==> src/rtl/ptern_pkg.sv <==
package ptern_pkg;

  typedef struct packed {
    logic pos;
    logic neg;
  } sym_t;

  localparam sym_t SYM_SPACE = '{pos: 1'b0, neg: 1'b0};

  // Polarity of the next mark: alternate unless a violation is forced.
  function automatic logic next_pol(input logic last_pos, input logic force_same);
    return force_same ? last_pos : ~last_pos;
  endfunction

  function automatic sym_t mark_sym(input logic positive);
    sym_t s;
    s.pos = positive;
    s.neg = ~positive;
    return s;
  endfunction

  function automatic logic is_mark(input sym_t s);
    return s.pos ^ s.neg;
  endfunction

  function automatic logic is_illegal(input sym_t s);
    return s.pos & s.neg;
  endfunction

  // Saturating run increment.
  function automatic int unsigned run_next(input int unsigned cur, input int unsigned limit);
    return (cur >= limit) ? limit : cur + 1;
  endfunction

endpackage

==> src/rtl/ptern_encoder.sv <==
module ptern_encoder
  import ptern_pkg::*;
(
  input  logic clk,
  input  logic rst_n,
  input  logic cell_en,
  input  logic data_bit,
  input  logic force_viol,
  output sym_t sym_q,
  output logic last_pos_q,
  output logic mark_fire
);

  logic pol_now;

  assign mark_fire = cell_en & ~data_bit;
  assign pol_now   = next_pol(last_pos_q, force_viol);

  always_ff @(posedge clk or negedge rst_n) begin
    if (!rst_n) begin
      sym_q      <= SYM_SPACE;
      last_pos_q <= 1'b0;
    end else if (cell_en) begin
      if (data_bit) begin
        sym_q <= SYM_SPACE;
      end else begin
        sym_q      <= mark_sym(pol_now);
        last_pos_q <= pol_now;
      end
    end
  end

endmodule

==> src/rtl/ptern_decoder.sv <==
module ptern_decoder
  import ptern_pkg::*;
(
  input  logic clk,
  input  logic rst_n,
  input  logic cell_en,
  input  sym_t sym_in,
  output logic bit_q,
  output logic viol_q,
  output logic illegal_q,
  output logic mark_now,
  output logic last_pos_q
);

  logic bad_now;
  logic repeat_pol;

  assign mark_now   = cell_en & is_mark(sym_in);
  assign bad_now    = is_illegal(sym_in);
  assign repeat_pol = (sym_in.pos == last_pos_q);

  always_ff @(posedge clk or negedge rst_n) begin
    if (!rst_n) begin
      bit_q      <= 1'b1;
      viol_q     <= 1'b0;
      illegal_q  <= 1'b0;
      last_pos_q <= 1'b0;
    end else if (cell_en) begin
      bit_q     <= ~is_mark(sym_in);
      illegal_q <= bad_now;
      viol_q    <= is_mark(sym_in) & repeat_pol;
      if (is_mark(sym_in)) last_pos_q <= sym_in.pos;
    end
  end

endmodule

==> src/rtl/ptern_run_counter.sv <==
module ptern_run_counter
  import ptern_pkg::*;
#(
  parameter int unsigned RUN_LIMIT = 128
) (
  input  logic clk,
  input  logic rst_n,
  input  logic cell_en,
  input  logic mark_in,
  output logic full
);

  localparam int unsigned CNT_W = $clog2(RUN_LIMIT + 1);

  logic [CNT_W-1:0] run_q;
  int unsigned      run_inc;

  assign run_inc = run_next(int'(run_q), RUN_LIMIT);
  assign full    = (int'(run_q) >= RUN_LIMIT);

  always_ff @(posedge clk or negedge rst_n) begin
    if (!rst_n) begin
      run_q <= '0;
    end else if (cell_en) begin
      run_q <= mark_in ? CNT_W'(run_inc) : '0;
    end
  end

endmodule

==> src/rtl/ptern_codec.sv <==
module ptern_codec
  import ptern_pkg::*;
#(
  parameter int unsigned RUN_LIMIT = 128
) (
  input  logic clk,
  input  logic rst_n,
  input  logic tx_en,
  input  logic tx_bit,
  input  logic tx_force_viol,
  output logic tx_pos,
  output logic tx_neg,
  input  logic rx_en,
  input  logic rx_pos,
  input  logic rx_neg,
  output logic rx_bit,
  output logic rx_viol,
  output logic rx_illegal,
  output logic rst_out_n
);

  sym_t tx_sym;
  sym_t rx_sym;
  logic enc_last_pos;
  logic enc_mark_fire;
  logic dec_mark_now;
  logic dec_last_pos;
  logic run_full;

  assign rx_sym.pos = rx_pos;
  assign rx_sym.neg = rx_neg;

  ptern_encoder u_enc (
    .clk        (clk),
    .rst_n      (rst_n),
    .cell_en    (tx_en),
    .data_bit   (tx_bit),
    .force_viol (tx_force_viol),
    .sym_q      (tx_sym),
    .last_pos_q (enc_last_pos),
    .mark_fire  (enc_mark_fire)
  );

  ptern_decoder u_dec (
    .clk        (clk),
    .rst_n      (rst_n),
    .cell_en    (rx_en),
    .sym_in     (rx_sym),
    .bit_q      (rx_bit),
    .viol_q     (rx_viol),
    .illegal_q  (rx_illegal),
    .mark_now   (dec_mark_now),
    .last_pos_q (dec_last_pos)
  );

  ptern_run_counter #(.RUN_LIMIT(RUN_LIMIT)) u_run (
    .clk     (clk),
    .rst_n   (rst_n),
    .cell_en (rx_en),
    .mark_in (dec_mark_now),
    .full    (run_full)
  );

  assign tx_pos    = tx_sym.pos;
  assign tx_neg    = tx_sym.neg;
  assign rst_out_n = ~run_full;

endmodule

==> config.mk <==
export PLATFORM = sky130hd
export DESIGN_NAME = ptern_codec
export DESIGN_NICKNAME = d
export VERILOG_FILES = /design/src/rtl/ptern_pkg.sv /design/src/rtl/ptern_encoder.sv /design/src/rtl/ptern_decoder.sv /design/src/rtl/ptern_run_counter.sv /design/src/rtl/ptern_codec.sv
export SDC_FILE = /design/constraint.sdc
export NUM_CORES = 1
export LEC_CHECK = 0
export ABC_AREA = 1
export ABC_CLOCK_PERIOD_IN_PS = 1400
export BUFFER_PORTS_ARGS = -buffer_cell sky130_fd_sc_hd__clkbuf_2
export CAP_MARGIN = 20
export CORE_MARGIN = 2
export CORE_UTILIZATION = 52
export CTS_CLUSTER_DIAMETER = 120
export DETAILED_ROUTE_END_ITERATION = 7
export GPL_ROUTABILITY_DRIVEN = 0
export GPL_TIMING_DRIVEN = 1
export PLACE_DENSITY = 0.76
export SYNTH_ARGS = -nofsm -noshare
export SYNTH_HDL_FRONTEND = slang
export SYNTH_SLANG_ARGS = --single-unit
==> constraint.sdc <==
create_clock -name clk -period 1.4 [get_ports clk]
set_input_delay 0.28 -clock clk [delete_from_list [all_inputs] [get_ports clk]]
set_output_delay 0.28 -clock clk [all_outputs]
set_load 0.01 [all_outputs]
==> impl_metrics.yaml <==
sta:
  hold_violations: 0
  fin_crit_ns: 1.25
  worst_pin_slew_ns: 0.371
  maxSlewHeadroom_pct: 75.3
  final-max-slew-violation-count: 0
  period_share_pct: 89.2
  setup_viol: 0
  fin_skew_ns: 0.00758
  max_freq_mhz: 801
  fin_setup_tns_ns: 0
  rsz0062_at_grt: "false"
placement:
  hpwlAfterDp_um: 961
  placed_area_um2: 841
  dp_cells: 120
  portBuffers: 13
cts:
  post_cts_buffers: 0
  clockBufferDepth: 2
  cts_sinks: 15
  path_clk_slew_ns: 0.09
  cts_buffers: 3
  clk_latency_ns: 0.28
  cts_htree_levels: 1
  root_buffer: "clkbuf_4"
  tritoncts: "yes"
setup_path:
  crit_path_end_kind: "output pin"
  critical_path_class: "register to output pin"
  crit_end: "rst_out_n"
  worstPathRequired_ns: 1.12
  cp_max_fo: 3
  reg2reg_to: "u_run.run_q[6]$_DFFE_PN0P_"
  reg2reg_depth: 6
  r2r-start: "u_run.run_q[1]$_DFFE_PN0P_"
  critPathLaunchType: "register"
  arrival_ns: 0.97
  crit_start: "u_run.run_q[7]$_DFFE_PN0P_"
  r2r_slack_ns: 0.30
layout:
  fillers: 113
  fin_cells: 125
  drive_gt1_share_pct: 19.1
  n_antenna_cell: 0
  area_growth_syn_to_layout_pct: 15.3
  final_cell_area_um2: 878
  nets: 122
drt:
  wl_per_cell_um: 10.4
  drtIter0Drc: 16
  vias: 612
  dr.pass1.iters: 4
  drc: 0
  routed_via_density: 4.90
  postRouteAntennaNets: 0
  wl_um: 1290
flow_run:
  cap_violations: 0
synth:
  synthArstFlopShare_pct: 100
  ys_seq_area_share_pct: 49.4
  synth_edf_count: 0
  synth_top_area_share_pct: 46.0
  synth_area_per_cell_um2: 8.19
  synth_common_cells: "nand2_1, dfrtp_1, inv_1, nand3_1, o21ai_0"
  yosysWarnings: 0
  ys.flop_type: "dfrtp_1"
  netlist-cell-type-count: 16
  synth_seq_cells: 15
  yosysMostFrequentCell: "nand2_1"
  synth_area_leaders: "dfrtp_1, nand2_1, nand3_1"
  synth_nets: 104
  syn_area_um2: 762
  syn_inst: 93
  yosysTopAreaCell: "dfrtp_1"
global_routing:
  antenna_found_initial: 0
  grt_max_degree: 16
  grt_pass1_wl_um: 2260
  grt_pass1_vias: 533
  grt_overflow_total: 0
  grt_use_total_pct: 17.1
hold_path:
  hold_path.class: "primary input to register"
power_and_ir_drop:
  max-vdd-ir-drop_mv: 0.761
  power_density_nw_per_um2: 1040
  cellLeakagePower_nw: 0.465
  power.total_uw: 917
floorplanning:
  die_h_um: 42.3
  ios: 14
  core.rowCount: 13
  start_util_pct: 57.1
  core_um2: 1330
  die_area_um2: 1790
  die_w_um: 42.3
run_status:
  outcome: "finished, final reports clean"
==> cell usage in the layout, fill, tap and decap left out, drive strengths merged, types with 2 or more instances in the layout <==
master  instances
nand2          31
clkbuf         16
dfrtp          14
inv            13
nand3           9
o21ai           9
nor2            7
ha              3
o21bai          2
xnor2           2
==> stage by stage <==
step / util [%] / setup slack (ns) / hold slack, ns
final: 65.9 / 0.152 / 0.243
after global routing: 65.9 / 0.0987 / 0.281
after CTS: 65.9 / 0.140 / 0.239
after detailed placement: 63.0 / 0.239 / 0.214
after global placement: 63.0 / 0.266 / 0.210
after floorplan: - / 0.388 / -0.0156
==> sequential cells by signal, summed over array words and instances, names as in the netlist <==
signal and flops:
u_dec.bit_q 1, u_run.run_q 8, u_enc.sym_q 2, u_dec.last_pos_q 1
u_dec.illegal_q 1, u_enc.last_pos_q 1, u_dec.viol_q 1
==> power breakdown <==
part / total (mW) / internal, mW / switching [mW]
Combinational: 0.155 / 0.0634 / 0.0912
Sequential: 0.517 / 0.482 / 0.0348
Clock: 0.245 / 0.106 / 0.139
==> worst min-delay path by stage <==
stage                      from                          end  slack [ns]  cells after the start
after floorplan           rst_n  u_dec.illegal_q$_DFFE_PN0P_       -0.02                      0
after global placement    rst_n   u_enc.sym_q[0]$_DFFE_PN0P_        0.21                      1
after detailed placement  rst_n   u_enc.sym_q[0]$_DFFE_PN0P_        0.21                      1
after CTS                 tx_en   u_enc.sym_q[1]$_DFFE_PN0P_        0.24                      4
after global routing      tx_en   u_enc.sym_q[1]$_DFFE_PN0P_        0.28                      4
final                     tx_en   u_enc.sym_q[1]$_DFFE_PN0P_        0.24                      4
==> worst max-delay path, cell delays in order, from the launching register on <==
cell and delay [ns]:
dfrtp_1 0.46, inv_1 0.10, clkbuf_2 0.13
==> timing repair <==
| action | 4_1_cts | 5_1_grt |
|---|---|---|
| endpoints found under the hold margin | 14 | 0 |
| setup endpoints to repair | 0 | 0 |
| gates resized for setup | 0 | 0 |
| hold buffers | 1 | 0 |
==> routing by layer <==
metal  GRT usage [%]  vias up  routed length [um]
li1                -      326                   -
met4            11.3        0                  29
met2            24.6        7                 571
met5               0        -                   0
met3            2.59        4                  28
met1            23.6      275                 666
==> cell type report <==
cell class	instances	area (um2)	share of cell area, %
clock buffers	3	22.5	2.56
clock inverters	1	5.00	0.570
inverters	13	48.8	5.56
multi-input cells	64	332	37.7
flip-flops and latches	15	377	42.9
well taps	15	18.8	2.14
repair buffers	14	75.1	8.55
==> cell families (layout without fill, tap and decap cells) <==
family                   after synthesis  in the layout  synth area share [%]
AND/OR/NAND/NOR                       47             47                  27.8
flip-flops                            15             15                  49.4
buffers and inverters                 14             31                  7.06
AO/OA/AOI/OAI                         12             12                  8.54
adder cells (fa/ha/maj)                3              3                  4.93
XOR/XNOR                               2              2                  2.30
Power figures use the tool's default switching activity.
